--- src/rtl/spi_fifo_pkg.sv ---
package spi_fifo_pkg;

    typedef enum logic [1:0] {
        FM_DUPLEX  = 2'd0,
        FM_RX_ONLY = 2'd1,
        FM_TX_ONLY = 2'd2,
        FM_LEGACY  = 2'd3
    } fifo_mode_e;

    typedef enum logic [1:0] {
        ST_IDLE = 2'd0,
        ST_XFER = 2'd1,
        ST_HALT = 2'd2
    } seq_state_e;

    typedef struct packed {
        logic deep;  // full parameter depth
        logic ovw;   // no flow control, newest word replaces stored one
    } dir_cfg_t;

    function automatic dir_cfg_t tx_cfg(input fifo_mode_e m);
        dir_cfg_t c;
        case (m)
            FM_DUPLEX:  c = '{deep: 1'b1, ovw: 1'b0};
            FM_RX_ONLY: c = '{deep: 1'b0, ovw: 1'b1};
            FM_TX_ONLY: c = '{deep: 1'b1, ovw: 1'b0};
            default:    c = '{deep: 1'b0, ovw: 1'b0};
        endcase
        return c;
    endfunction

    function automatic dir_cfg_t rx_cfg(input fifo_mode_e m);
        dir_cfg_t c;
        case (m)
            FM_DUPLEX:  c = '{deep: 1'b1, ovw: 1'b0};
            FM_RX_ONLY: c = '{deep: 1'b1, ovw: 1'b0};
            FM_TX_ONLY: c = '{deep: 1'b0, ovw: 1'b1};
            default:    c = '{deep: 1'b0, ovw: 1'b0};
        endcase
        return c;
    endfunction

endpackage

--- src/rtl/spi_fifo_buf.sv ---
module spi_fifo_buf #(
    parameter int W     = 32,
    parameter int DEPTH = 4
) (
    input  logic         clk,
    input  logic         rst_n,
    input  logic         deep,
    input  logic         ovw,
    input  logic         push,
    input  logic [W-1:0] din,
    input  logic         pop,
    output logic [W-1:0] dout,
    output logic         empty,
    output logic         at_cap
);
    localparam int AW = (DEPTH > 1) ? $clog2(DEPTH) : 1;
    localparam int CW = $clog2(DEPTH + 1);
    localparam logic [CW-1:0] CAP_DEEP = CW'(DEPTH);
    localparam logic [AW-1:0] LAST_IDX = AW'(DEPTH - 1);

    logic [W-1:0]  mem [DEPTH];
    logic [AW-1:0] rd_ptr, wr_ptr;
    logic [CW-1:0] cnt, lim;
    logic          pop_ok, app, rep;

    function automatic logic [AW-1:0] step_fwd(input logic [AW-1:0] p);
        return (p == LAST_IDX) ? '0 : p + AW'(1);
    endfunction

    function automatic logic [AW-1:0] step_back(input logic [AW-1:0] p);
        return (p == '0) ? LAST_IDX : p - AW'(1);
    endfunction

    always_comb begin
        lim    = deep ? CAP_DEEP : CW'(1);
        at_cap = (cnt >= lim);
        empty  = (cnt == '0);
        pop_ok = pop && !empty;
        app    = push && (!at_cap || (ovw && pop_ok));
        rep    = push && at_cap && ovw && !pop_ok;
        dout   = mem[rd_ptr];
    end

    always_ff @(posedge clk) begin
        if (app) begin
            mem[wr_ptr] <= din;
        end else if (rep) begin
            mem[step_back(wr_ptr)] <= din;
        end
    end

    always_ff @(posedge clk or negedge rst_n) begin
        if (!rst_n) begin
            rd_ptr <= '0;
            wr_ptr <= '0;
            cnt    <= '0;
        end else begin
            if (app)    wr_ptr <= step_fwd(wr_ptr);
            if (pop_ok) rd_ptr <= step_fwd(rd_ptr);
            cnt <= cnt + CW'(app) - CW'(pop_ok);
        end
    end

    AST_CNT_BOUND: assert property (@(posedge clk) disable iff (!rst_n)
        cnt <= CAP_DEEP);
    AST_DROP_KEEPS: assert property (@(posedge clk) disable iff (!rst_n)
        (at_cap && !ovw && !pop_ok) |=> (cnt == $past(cnt)));
    AST_OVW_REPLACE: assert property (@(posedge clk) disable iff (!rst_n)
        (push && at_cap && ovw && !pop_ok && !deep) |=> (!empty && dout == $past(din)));

endmodule

--- src/rtl/spi_fifo_seq.sv ---
module spi_fifo_seq
    import spi_fifo_pkg::*;
(
    input  logic clk,
    input  logic rst_n,
    input  logic tx_nempty,
    input  logic rx_block,
    input  logic load,
    input  logic done,
    output logic load_ok,
    output logic busy,
    output logic stall
);
    seq_state_e st, st_nx;

    always_ff @(posedge clk or negedge rst_n) begin
        if (!rst_n) st <= ST_IDLE;
        else        st <= st_nx;
    end

    always_comb begin
        st_nx = st;
        unique case (st)
            ST_IDLE: begin
                if (rx_block)                             st_nx = ST_HALT;
                else if (load && tx_nempty)               st_nx = ST_XFER;
            end
            ST_XFER: if (done)                            st_nx = ST_IDLE;
            ST_HALT: if (!rx_block)                       st_nx = ST_IDLE;
            default:                                      st_nx = ST_IDLE;
        endcase
    end

    always_comb begin
        load_ok = 1'b0;
        busy    = 1'b0;
        stall   = 1'b0;
        unique case (st)
            ST_IDLE: load_ok = tx_nempty && !rx_block;
            ST_XFER: busy    = 1'b1;
            ST_HALT: stall   = 1'b1;
            default: ;
        endcase
    end

    AST_LOAD_BUSY: assert property (@(posedge clk) disable iff (!rst_n)
        (load && load_ok) |=> busy);
    AST_DONE_FREE: assert property (@(posedge clk) disable iff (!rst_n)
        (busy && done) |=> !busy);

endmodule

--- src/rtl/spi_fifo_dma.sv ---
module spi_fifo_dma (
    input  logic clk,
    input  logic rst_n,
    input  logic prio,
    input  logic level,
    input  logic ack,
    input  logic refill,
    output logic req
);
    logic gap;

    always_ff @(posedge clk or negedge rst_n) begin
        if (!rst_n)             gap <= 1'b0;
        else if (ack && !prio)  gap <= 1'b1;
        else if (refill)        gap <= 1'b0;
    end

    assign req = level && (prio || !gap);

    AST_P0_DROP: assert property (@(posedge clk) disable iff (!rst_n)
        (!prio && ack) |=> (!req || prio));

endmodule

--- src/rtl/spi_fifo_ctrl.sv ---
module spi_fifo_ctrl
    import spi_fifo_pkg::*;
#(
    parameter int W     = 32,
    parameter int DEPTH = 4
) (
    input  logic         clk,
    input  logic         rst_n,
    input  logic [1:0]   cfg_mode,
    input  logic         cfg_prio,
    input  logic         tx_wr,
    input  logic [W-1:0] tx_wdata,
    input  logic         rx_rd,
    output logic [W-1:0] rx_rdata,
    output logic         tx_full,
    output logic         rx_nempty,
    output logic         busy,
    output logic         eng_tx_valid,
    output logic [W-1:0] eng_tx_word,
    input  logic         eng_load,
    input  logic         eng_done,
    input  logic [W-1:0] eng_rx_word,
    output logic         eng_stall,
    input  logic         dma_tx_ack,
    input  logic         dma_rx_ack,
    output logic         dma_tx_req,
    output logic         dma_rx_req
);
    localparam int NDIR = 2;

    dir_cfg_t tx_c, rx_c;
    logic tx_empty, tx_cap, rx_empty, rx_cap;
    logic rx_block, tx_pop, rx_push, load_ok, xfer_busy;
    logic [NDIR-1:0] lvl, ackv, rfl, reqv;

    always_comb begin
        tx_c = tx_cfg(fifo_mode_e'(cfg_mode));
        rx_c = rx_cfg(fifo_mode_e'(cfg_mode));
    end

    spi_fifo_buf #(.W(W), .DEPTH(DEPTH)) u_txbuf (
        .clk(clk), .rst_n(rst_n), .deep(tx_c.deep), .ovw(tx_c.ovw),
        .push(tx_wr), .din(tx_wdata), .pop(tx_pop),
        .dout(eng_tx_word), .empty(tx_empty), .at_cap(tx_cap)
    );

    spi_fifo_buf #(.W(W), .DEPTH(DEPTH)) u_rxbuf (
        .clk(clk), .rst_n(rst_n), .deep(rx_c.deep), .ovw(rx_c.ovw),
        .push(rx_push), .din(eng_rx_word), .pop(rx_rd),
        .dout(rx_rdata), .empty(rx_empty), .at_cap(rx_cap)
    );

    assign rx_block = rx_cap && !rx_c.ovw;

    spi_fifo_seq u_seq (
        .clk(clk), .rst_n(rst_n), .tx_nempty(!tx_empty), .rx_block(rx_block),
        .load(eng_load), .done(eng_done),
        .load_ok(load_ok), .busy(xfer_busy), .stall(eng_stall)
    );

    assign eng_tx_valid = load_ok;
    assign tx_pop       = eng_load && load_ok;
    assign rx_push      = eng_done && xfer_busy;
    assign busy         = xfer_busy;
    assign tx_full      = tx_cap && !tx_c.ovw;
    assign rx_nempty    = !rx_empty;

    // index 0 = transmit, 1 = receive
    assign lvl  = {rx_nempty, !tx_full};
    assign ackv = {dma_rx_ack, dma_tx_ack};
    assign rfl  = {rx_rd, tx_wr};

    for (genvar d = 0; d < NDIR; d++) begin : g_dma
        spi_fifo_dma u_dma (
            .clk(clk), .rst_n(rst_n), .prio(cfg_prio),
            .level(lvl[d]), .ack(ackv[d]), .refill(rfl[d]), .req(reqv[d])
        );
    end

    assign dma_tx_req = reqv[0];
    assign dma_rx_req = reqv[1];

    AST_NO_RX_OVERFLOW: assert property (@(posedge clk) disable iff (!rst_n)
        rx_push |-> !rx_block);
    AST_TXREQ_FULL: assert property (@(posedge clk) disable iff (!rst_n)
        tx_full |-> !dma_tx_req);
    AST_RXREQ_EMPTY: assert property (@(posedge clk) disable iff (!rst_n)
        !rx_nempty |-> !dma_rx_req);
    AST_HALT_QUIET: assert property (@(posedge clk) disable iff (!rst_n)
        eng_stall |-> (!busy && !eng_tx_valid));

endmodule

--- config.mk ---
export PLATFORM = sky130hd
export DESIGN_NAME = spi_fifo_ctrl
export DESIGN_NICKNAME = d
export VERILOG_FILES = /design/src/rtl/spi_fifo_pkg.sv /design/src/rtl/spi_fifo_buf.sv /design/src/rtl/spi_fifo_seq.sv /design/src/rtl/spi_fifo_dma.sv /design/src/rtl/spi_fifo_ctrl.sv
export SDC_FILE = /design/constraint.sdc
export NUM_CORES = 1
export LEC_CHECK = 0
export ABC_AREA = 1
export BUFFER_PORTS_ARGS = -buffer_cell sky130_fd_sc_hd__clkbuf_2
export CAP_MARGIN = 0
export CORE_ASPECT_RATIO = 1.1
export CORE_MARGIN = 5
export CORE_UTILIZATION = 30
export CTS_BUF_LIST = sky130_fd_sc_hd__clkbuf_8
export DETAILED_ROUTE_END_ITERATION = 6
export SYNTH_ARGS = -nofsm -noshare
export SYNTH_HDL_FRONTEND = slang
export SYNTH_SLANG_ARGS = --single-unit
--- constraint.sdc ---
create_clock -name clk -period 7.6 [get_ports clk]
set_input_delay 0.76 -clock clk [delete_from_list [all_inputs] [get_ports clk]]
set_output_delay 0.76 -clock clk [all_outputs]
set_load 0.005 [all_outputs]
# Word-level counts from Yosys, hierarchy flattened
# Memories as Yosys holds them, arrays and structs flattened.
# Cells that the tools add are included.
totals:
  register_bits: 18
  wordCells: 124
  inputBits: 75
  n_memories: 2
  ramBits: 256
  out_inout_bits: 71
memory_table:
  columns: ["name", "words", "width", "read_ports", "rd_ports_with_merged_regs", "write_ports", "line_no", "rtl"]
  rows:
  - ["u_rxbuf.mem", 4, 32, 1, 0, 1, "spi_fifo_buf.sv:21", "logic [W-1:0] mem [DEPTH];"]
  - ["u_txbuf.mem", 4, 32, 1, 0, 1, "spi_fifo_buf.sv:21", null]
classes:
  n_eq_ne: 11
  muxes: 38
  order_cmp: 2
  n_addsub: 10
  n_reduce_logical: 52
op_table:
  columns: ["op", "count"]
  rows:
  - ["two-way mux 32 bit", 2]
  - ["OR reduction 32 bit", 2]
  - ["two-way mux 2 bit", 12]
  - ["logical AND 1 bit", 22]
  - ["two-way mux 1 bit", 19]
  - ["logical NOT 1 bit", 13]
  - ["== test 2 bit, second input constant", 6]
  - ["adder 2 x 1 -> 2 bit, second input constant", 4]
  - ["logical NOT 2 bit", 4]
  - ["one-hot mux 2 bit (2 select lines)", 2]
  - ["adder 3 x 1 -> 3 bit", 2]
  - ["greater-or-equal comparator 3 bit", 2]
  - ["logical NOT 3 bit", 2]
  - ["two-way mux 3 bit", 2]
  - ["one-hot mux 2 bit (3 select lines)", 1]
  - ["subtractor 3 x 1 -> 3 bit", 2]
  - ["== test 2 x 1 -> 1 bit, second input constant", 2]
  - ["logical OR 1 bit", 4]
  - ["!= test 2 bit, second input constant", 2]
  - ["nonzero test 2 bit", 2]
  - ["OR reduction 2 bit", 2]
  - ["subtractor 2 x 1 -> 2 bit, second input constant", 2]
  - ["!= test 3 x 1 -> 1 bit, second input constant", 1]
  - ["AND reduction 3 bit", 1]

# Depth between registers and ports, before layout
# Gate-level depths: netlist of run 1.
logic_depth:
  depth_word: 18
  depth_mapped: 14
  ltp_nobuf: 14

# Cells and area by module
# From an unflattened synthesis of run 1, not the netlist that was laid out.
hier_totals:
  hier_cells: 810
  area_unflattened_um2: 10899.2
modules_own_cells:
  columns: ["mod", "area_per_inst_um2", "seq_area_each_um2", "instances", "cells_each"]
  rows:
  - ["spi_fifo_buf (u_txbuf)", 5316.3, 4018.9, 1, 381]
  - ["spi_fifo_buf (u_rxbuf)", 5277.6, 4018.9, 1, 379]
  - ["spi_fifo_seq", 125.1, 50.0, 1, 19]
  - ["spi_fifo_dma", 56.3, 25.0, 2, 8]
  - ["spi_fifo_ctrl", 67.6, 0.0, 1, 15]

# Least setup slack after synthesis of run 1
# OpenSTA, ideal clock, no wires.
synth_timing:
  kind: "in2reg"
  start: "input port cfg_mode[1]"
  end: "memory u_txbuf.mem[0][0], enable pin"
  n_path_buf: 1
  setup_ns: 0.421
  setup_slack_ns: 3.968
  required_time_ns: 7.179
  stages: 9
  arrival_ns: 3.211
  path_cell_list: "clkbuf_1 -> ha_1 -> a21oi_1 -> nand3_2 -> nand2_2 -> nand3_2 -> nand3_1 -> nand3_1 -> nor2_1"
synth_between:
  elab_chain_cells: 18
  word_cells_on_any_way: 34
  classes_between: "order compare (2); eq/ne (2); mux (12); reduce/logical (18)"
synth_rtl:
  columns: ["element", "line_no", "rtl"]
  rows:
  - ["start: declaration", "spi_fifo_ctrl.sv:9", "input logic [1:0] cfg_mode,"]
  - ["== test 2 x 1 -> 1 bit or logical NOT 2 bit (tied branches)", "spi_fifo_pkg.sv:23, spi_fifo_pkg.sv:34", null]
  - ["OR reduction 2 bit (no source line)", null, null]
  - ["one-hot mux 2 bit (2 select lines)", "spi_fifo_pkg.sv:34", "case (m)"]
  - ["two-way mux 3 bit", "spi_fifo_buf.sv:35", "lim = deep ? CAP_DEEP : CW'(1);"]
  - ["greater-or-equal comparator 3 bit", "spi_fifo_buf.sv:36", "at_cap = (cnt >= lim);"]
  - ["logical AND 1 bit", "spi_fifo_ctrl.sv:53", "assign rx_block = rx_cap && !rx_c.ovw;"]
  - ["logical NOT 1 bit", null, null]
  - ["logical AND 1 bit", "spi_fifo_seq.sv:39", "ST_IDLE: load_ok = tx_nempty && !rx_block;"]
  - ["(+2 left out)", null, null]
  - ["logical AND 1 bit", "spi_fifo_buf.sv:38", "pop_ok = pop && !empty;"]
  - ["logical NOT 1 bit or logical AND 1 bit (tied branches)", "spi_fifo_buf.sv:40, spi_fifo_buf.sv:39", null]
  - ["logical AND 1 bit or logical OR 1 bit (tied branches)", "spi_fifo_buf.sv:40, spi_fifo_buf.sv:39", null]
  - ["two-way mux 1 bit or logical AND 1 bit (tied branches)", "spi_fifo_buf.sv:47, spi_fifo_buf.sv:39", null]
  - ["two-way mux 1 bit", "spi_fifo_buf.sv:45", "if (app) begin"]
  - ["two-way mux 1 bit (implied by the code)", "spi_fifo_buf.sv:48", "mem[step_back(wr_ptr)] <= din;"]
  - ["OR reduction 32 bit (no source line)", null, null]
  - ["two-way mux 2 bit (no source line) or two-way mux 1 bit (tied branches)", null, null]
  - ["end: declaration", "spi_fifo_buf.sv:21", null]
# Several ways; a longest one is shown, not always the timed one.

# Worst setup path in the final report of run 1
layout_timing:
  start: "register u_txbuf.rd_ptr[0]"
  end: "output port eng_tx_word[28]"
layout_between:
  elab_chain_cells: 1
layout_rtl:
  columns: ["element", "line_no", "rtl"]
  rows:
  - ["start: declaration", "spi_fifo_buf.sv:22", "logic [AW-1:0] rd_ptr, wr_ptr;"]
  - ["start signal: assignment", "spi_fifo_buf.sv:59", "if (pop_ok) rd_ptr <= step_fwd(rd_ptr);"]
  - ["memory (4 x 32 bit)", null, null]
  - ["end: declaration", "spi_fifo_ctrl.sv:19", "output logic [W-1:0] eng_tx_word,"]
# Every way passes these cells.

==> results of run 1 <==
[report_power, final]
| part | total, mW | internal [mW] | leakage, nW | switching (mW) |
|---|---|---|---|---|
| logic | 1.50 | 0.521 | 1.63 | 0.974 |
| clock network | 1.20 | 0.641 | 0.483 | 0.562 |
| registers | 1.91 | 1.85 | 2.53 | 0.0613 |
[state kept, by name, indices dropped and copies added, names as in the netlist]
signal / count
u_rxbuf.rd_ptr: 2
u_txbuf.cnt: 3
u_txbuf.mem: 128
g_dma.u_dma.gap: 2
u_seq.st: 2
u_rxbuf.cnt: 3
u_txbuf.wr_ptr: 2
u_rxbuf.mem: 128
u_rxbuf.wr_ptr: 2
u_txbuf.rd_ptr: 2
[metal layers]
layer  vias up  share of wire, %  global-route usage (%)
met1      3244                41                    13.8
met5         -              0.11                       0
met3        53               4.6                    2.81
li1       3193                 -                       -
met4         4               3.5                    5.44
met2       142                50                    20.3
[cells by family after synthesis]
logic type               after synthesis  share of synthesized area, %
AO/OA/AOI/OAI                        211                          10.9
XOR/XNOR                               4                         0.329
adder cells (fa/ha/maj)               16                          2.02
buffers and inverters                 75                          2.82
flip-flops                           274                          76.4
AND/OR/NAND/NOR                      198                          7.61
[worst reg2reg max path, stage by stage (launching register included)]
cell and delay (ns):
dfrtp_1 0.41, ha_1 0.34, a21oi_1 0.19, nand3_2 0.12, nand2_2 0.11, nand3_2 0.16
inv_1 0.18, ha_1 0.25, inv_1 0.06, ha_1 0.13, inv_1 0.05, fa_1 0.37
xnor2_1 0.14
[how the worst max path moves through the flow]
stage | from | endpoint | slack [ns] | depth (start not counted)
floorplan | cfg_mode[1] | u_txbuf.mem[0][0]$_DFFE_PP_ | 3.97 | 9
global placement | cfg_mode[1] | u_txbuf.cnt[1]$_DFF_PN0_ | 4.60 | 13
detailed placement | cfg_mode[1] | u_txbuf.cnt[1]$_DFF_PN0_ | 4.52 | 13
CTS | u_txbuf.rd_ptr[0]$_DFFE_PN0P_ | eng_tx_word[28] | 4.13 | 6
global route | u_txbuf.rd_ptr[0]$_DFFE_PN0P_ | eng_tx_word[0] | 3.95 | 6
finish | u_txbuf.rd_ptr[0]$_DFFE_PN0P_ | eng_tx_word[28] | 4.23 | 6
[cell usage after synthesis (all sizes together)]
| cell type | number | area, um^2 |
|---|---|---|
| nand2 | 29 | 119 |
| fa | 2 | 40.0 |
| o211ai | 1 | 7.51 |
| xor2 | 1 | 8.76 |
| o21a | 1 | 7.51 |
| clkbuf | 31 | 116 |
| buf | 10 | 55.1 |
| a22oi | 1 | 7.51 |
| nor2 | 155 | 592 |
| nand3 | 10 | 65.1 |
| ha | 14 | 175 |
| dfrtp | 18 | 450 |
| a21oi | 3 | 18.8 |
| inv | 33 | 124 |
| edfxtp | 256 | 7690 |
| o21ai | 139 | 699 |
| a22o | 1 | 8.76 |
| clkinv | 1 | 5.00 |
| xnor2 | 3 | 26.3 |
| nor3 | 2 | 21.3 |
| o31ai | 1 | 7.51 |
| or2 | 1 | 6.26 |
| o22ai | 64 | 400 |
| nand3b | 1 | 7.51 |
[layout make-up]
type | instances | area (um^2)
tap | 444 | 556
sequential | 274 | 8140
fill | 3419 | 22400
inverter | 34 | 129
antenna | 1 | 2.50
clock buffer | 47 | 647
clock inverter | 34 | 194
timing repair buffer | 160 | 838
multi-input combinational | 429 | 2240
[stage by stage]
step                      setup slack, ns  hold WS (ns)
after detailed placement             4.52         0.500
after global routing                 3.95         0.161
after CTS                            4.13         0.119
after floorplan                      3.97         0.464
final                                4.23         0.167
after global placement               4.60         0.496
==> flow_summary.json, run 1 <==
{
  "wl_per_cell_um": 16.6,
  "grt_max_degree": 68,
  "ys_ff_latch": 274,
  "synth.avg_cell_area_um2": 13.7,
  "path_cells": "buf_4, clkinv_1, buf_4, o21ai_0, o22ai_1, clkbuf_2",
  "finalHoldViolations": 0,
  "post_cts_buffers": 0,
  "dr.pass1.iters": 4,
  "drive_gt1_share_pct": 25.1,
  "numPortBuffers": 145,
  "drt_iter0_drc": 453,
  "synthesis.instances": 778,
  "crit_buf_inv": 4,
  "peakVddDrop_v": 0.000178,
  "first_global_vias": 6800,
  "gp_congestion": 0.740,
  "yosysWarnings": 0,
  "grt.overflow.total": 0,
  "placed_area_um2": 11900,
  "row_count": 72,
  "via_per_inst": 4.66,
  "skew_ns": 0.0100,
  "antenna_found_initial": 3,
  "cts-root-buf": "clkbuf_8",
  "ant_nets": 0,
  "tritoncts": "built",
  "cp_common_cell": "buf_4",
  "fin_crit_ns": 3.37,
  "dieArea_um2": 39400,
  "r2r_cells": 12,
  "start_util_pct": 30.3,
  "cp-start-kind": "flop",
  "yosys.cell_types.count": 34,
  "outcome": "finished, final reports clean",
  "area.growth.synth_to_final_pct": 19.6,
  "instances_no_fill": 1423,
  "timing.final.crit_share_pct": 44.3,
  "synth_area_um2": 10700,
  "insertion_delay_ns": 0.55,
  "crit_type": "flop to output port",
  "cp_max_fo": 67,
  "cts_max_level": 2,
  "numClockSinks": 274,
  "placedCellCount": 1341,
  "fmax_mhz": 297,
  "tns_ns": 0,
  "final_core_util_pct": 36.3,
  "end_kind": "output port",
  "slowest_stage": "buf_4",
  "r2r_start": "u_rxbuf.cnt[2]$_DFF_PN0_",
  "seq_area_frac_synth_pct": 76.4,
  "hold_class": "input port to asynchronous set/reset pin",
  "ctsResizeCount": 0,
  "worstMarginPinSlew_ns": 1.11,
  "slowest_delay_ns": 0.54,
  "final_nets": 1035,
  "most-common-layout-cells": "edfxtp_1 (256), nor2_1 (145), clkbuf_2 (145)",
  "cts_buffers": 45,
  "die_x_um": 190,
  "ioPinCount": 146,
  "final_common_cell": "edfxtp_1",
  "grt_usage_pct": 11.8,
  "drv_cap": 0,
  "wirelength_um": 23600,
  "clock_path_buffers": 3,
  "final_max_slew_viol_count": 0,
  "final_cell_area_um2": 12700,
  "worstReg2RegEnd": "u_txbuf.cnt[2]$_DFF_PN0_",
  "die_h_um": 208,
  "grt_pass1_wl_um": 36600,
  "synth_fp_nets": 869,
  "vias": 6636,
  "drc_errors": 0,
  "regToRegSetupSlack_ns": 4.98,
  "hpwl_um": 13600,
  "grt_setup_unrepaired": "no",
  "clk_pin_slew_ns": 0.06,
  "cts_hold_buf": 0,
  "max-slew-margin-rel_pct": 25.7,
  "power_density_nw_per_um2": 361,
  "path_delay_family": "buffers and inverters",
  "required_ns": 6.84,
  "cp.arrival_ns": 2.61,
  "core_area_um2": 35100,
  "finalPower_mw": 4.61,
  "leakagePower_nw": 4.64,
  "setup_viol": 0
}
(Power assumes the default switching activity.)
==> run 2: changes to the inputs <==
ABC_AREA = 0   (was 1)
clock period = 3.5 ns   (was 7.6 ns; I/O delays follow)
==> run 2 against run 1 <==
Sequential share of layout area fell by 3.7 points; largest power group unchanged; global-route usage fell by 0.86 points; power rose by 120%; clock power rose by 140%; critical path type is now flop to flop; worst setup slack got worse by 3.7 ns; cell count fell by 17%; register-to-register slack worse by 4.4 ns; die area fell by 1.6%; largest cell class unchanged; sequential cell count is the same; first-iteration DRC count fell by 41%; count of clock-buffer cells in the layout decreased by 1.
==> flow_summary.json, run 2 <==
{
  "r2r_start": "u_rxbuf.cnt[0]$_DFF_PN0_",
  "yosys.cell_types.count": 43,
  "end_kind": "flop",
  "cp_max_fo": 4,
  "required_ns": 3.95,
  "drc_errors": 0,
  "hold_depth": 1,
  "final_common_cell": "edfxtp_1",
  "start_util_pct": 30.5,
  "cp.arrival_ns": 3.41,
  "synth_edf_count": 256,
  "hpwl_um": 12900,
  "die_h_um": 206,
  "yosysTopAreaCellShare_pct": 73.3,
  "final_nets": 800,
  "synth_area_um2": 10500,
  "timing.final.crit_share_pct": 84.5,
  "setup_viol": 0,
  "finalHoldViolations": 0,
  "core_area_um2": 34400,
  "numClockSinks": 274,
  "fin_crit_ns": 2.96,
  "antenna_found_initial": 0,
  "synthMuxAreaShare_pct": 14.3,
  "cp-start-kind": "flop",
  "place_ws_ns": 0.438,
  "grt_pass1_wl_um": 33200,
  "path_cells": "inv_1, ha_1, or4b_4, a311oi_4, nand2_1, inv_1, ha_1, inv_1, ha_1, inv_1, fa_1, xnor2_1, xnor2_1",
  "register_area_um2": 8140,
  "cts_max_level": 2,
  "min_to": "u_rxbuf.mem[0][12]$_DFFE_PP_",
  "slowest_stage": "or4b_4",
  "synthFlopType": "edfxtp_1",
  "via_per_inst": 4.53,
  "skew_ns": 0.0306,
  "die_x_um": 188,
  "hold_class": "input port to flop",
  "yosys-top-cells-area": "edfxtp_1 (73%), mux4_2 (14%), dfrtp_1 (4.3%), ha_1 (1.7%), inv_1 (0.61%)",
  "r2r_cells": 13,
  "synth-adder-area-share_pct": 2.05,
  "synthesis.instances": 464,
  "wirelength_um": 21300,
  "crit_buf_inv": 4,
  "regToRegSetupSlack_ns": 0.54,
  "finalPower_mw": 10.1,
  "top_regs": "u_rxbuf.mem: 128 flops, u_txbuf.mem: 128 flops",
  "multi_input_area_um2": 2330,
  "ys_ff_latch": 274,
  "first_global_vias": 5926,
  "insertion_delay_ns": 0.56,
  "leakagePower_nw": 4.81,
  "async_reset_ff_share_pct": 6.57,
  "tritoncts": "built",
  "clock_path_buffers": 3,
  "final_max_slew_viol_count": 0,
  "vias": 5346,
  "ioPinCount": 146,
  "gp_congestion": 0.719,
  "final_core_util_pct": 39.4,
  "numPortBuffers": 145,
  "synth_most_common_cell": "edfxtp_1",
  "cts_buffers": 46,
  "seq_area_frac_synth_pct": 77.6,
  "synth.avg_cell_area_um2": 22.6,
  "diodes": 0,
  "yosysWarnings": 0,
  "dr.pass1.iters": 4,
  "synth_fp_nets": 555,
  "drv_cap": 0,
  "yosysTopAreaCell": "edfxtp_1",
  "grt_usage_pct": 10.9,
  "dieArea_um2": 38800,
  "worstReg2RegEnd": "u_txbuf.cnt[2]$_DFF_PN0_",
  "worstMarginPinSlew_ns": 0.934,
  "peakVddDrop_v": 0.000387,
  "synth-simple-area-share_pct": 2.53,
  "grt_setup_unrepaired": "no",
  "max-slew-margin-rel_pct": 37.6,
  "most-common-layout-cells": "edfxtp_1 (256), clkbuf_2 (145), mux4_2 (64)",
  "synth-xor-area-share_pct": 0.334,
  "cts-root-buf": "clkbuf_8",
  "hp-start": "eng_rx_word[12]",
  "area.growth.synth_to_final_pct": 29.1,
  "hold_ws_ns": 0.0371,
  "fmax_mhz": 338,
  "crit_type": "flop to flop",
  "power_density_nw_per_um2": 743,
  "grt.overflow.total": 0,
  "slowest_delay_ns": 0.50,
  "synth_top_family_by_area": "multiplexers",
  "drt_iter0_drc": 268,
  "clk_pin_slew_ns": 0.06,
  "final.setup.worst_slack_ns": 0.544,
  "fillers": 3092,
  "path_delay_family": "adder cells",
  "drive_gt1_share_pct": 41.2,
  "grt_max_degree": 35,
  "row_count": 71,
  "outcome": "finished, final reports clean",
  "cp_common_cell": "inv_1",
  "post_cts_buffers": 0,
  "wl_per_cell_um": 18.0,
  "ant_nets": 0,
  "synthTopCellsByCount": "edfxtp_1 (256), mux4_2 (64), dfrtp_1 (18), inv_1 (17), ha_1 (14)",
  "synth_compound_area_share_pct": 1.81
}
## run 2: cell count changes in the layout (fill, tap and decap cells not counted), sizes merged, moves of 5 or more
cell | before | now
dlygate4sd3 | 0 | 58
nor2b | 0 | 6
mux2 | 0 | 5
o22ai | 64 | 1
nand2 | 29 | 7
or3 | 0 | 5
o21ai | 139 | 1
nor2 | 155 | 7
mux4 | 0 | 64
inv | 44 | 27
nand3 | 10 | 3
## run 2: stage by stage
step                setup TNS (ns)  std cells  area, um^2
global route                     0       1181       13500
global placement                 0       1041       12000
detailed placement               0       1041       12000
CTS                              0       1181       13500
finish                           0       1181       13500
floorplan                   -58.59        464       10500
## run 2: layer usage
layer	vias up	global-route usage, %	share of wire [%]
met5	-	0	0
met4	0	3.22	1.9
met3	40	3.92	8.2
met2	169	18.5	49
met1	2715	13.2	41
li1	2422	-	-
## run 2: how the worst max path moves through the flow
stage                             start                     endpoint  slack, ns  depth (start not counted)
2_1_floorplan               cfg_mode[1]  u_txbuf.mem[0][0]$_DFFE_PP_      -0.57                          6
3_3_place_gp                cfg_mode[0]     u_txbuf.cnt[2]$_DFF_PN0_       0.52                         11
3_5_place_dp                cfg_mode[0]     u_txbuf.cnt[2]$_DFF_PN0_       0.44                         11
4_1_cts        u_rxbuf.cnt[0]$_DFF_PN0_     u_txbuf.cnt[2]$_DFF_PN0_       0.52                         13
5_1_grt        u_rxbuf.cnt[0]$_DFF_PN0_     u_txbuf.cnt[2]$_DFF_PN0_       0.36                         13
6_report       u_rxbuf.cnt[0]$_DFF_PN0_     u_txbuf.cnt[2]$_DFF_PN0_       0.54                         13
## run 2: timing repair
action / 4_1_cts / 5_1_grt
resized for setup: 0 / 0
hold endpoints to repair: 226 / 0
hold buffers: 58 / 0
## run 2: area by class of cell
| class | count | share of cell area [%] |
|---|---|---|
| tap | 438 | 4.05 |
| timing repair buffer | 215 | 11.2 |
| sequential | 274 | 60.2 |
| multi-input combinational | 155 | 17.2 |
| clock inverter | 36 | 2.21 |
| clock buffer | 46 | 4.68 |
| inverter | 17 | 0.471 |
## run 2: cell families after synthesis
logic type | Yosys count
adder cells (fa/ha/maj) | 16
flip-flops | 274
buffers and inverters | 35
multiplexers | 69
AO/OA/AOI/OAI | 22
XOR/XNOR | 4
AND/OR/NAND/NOR | 44
## run 2: report_power, final
group / leakage, nW / switching [mW] / internal (mW)
logic: 1.78 / 1.29 / 1.48
registers: 2.53 / 0.379 / 4.06
clock network: 0.500 / 1.25 / 1.61
total: 4.81 / 2.92 / 7.14
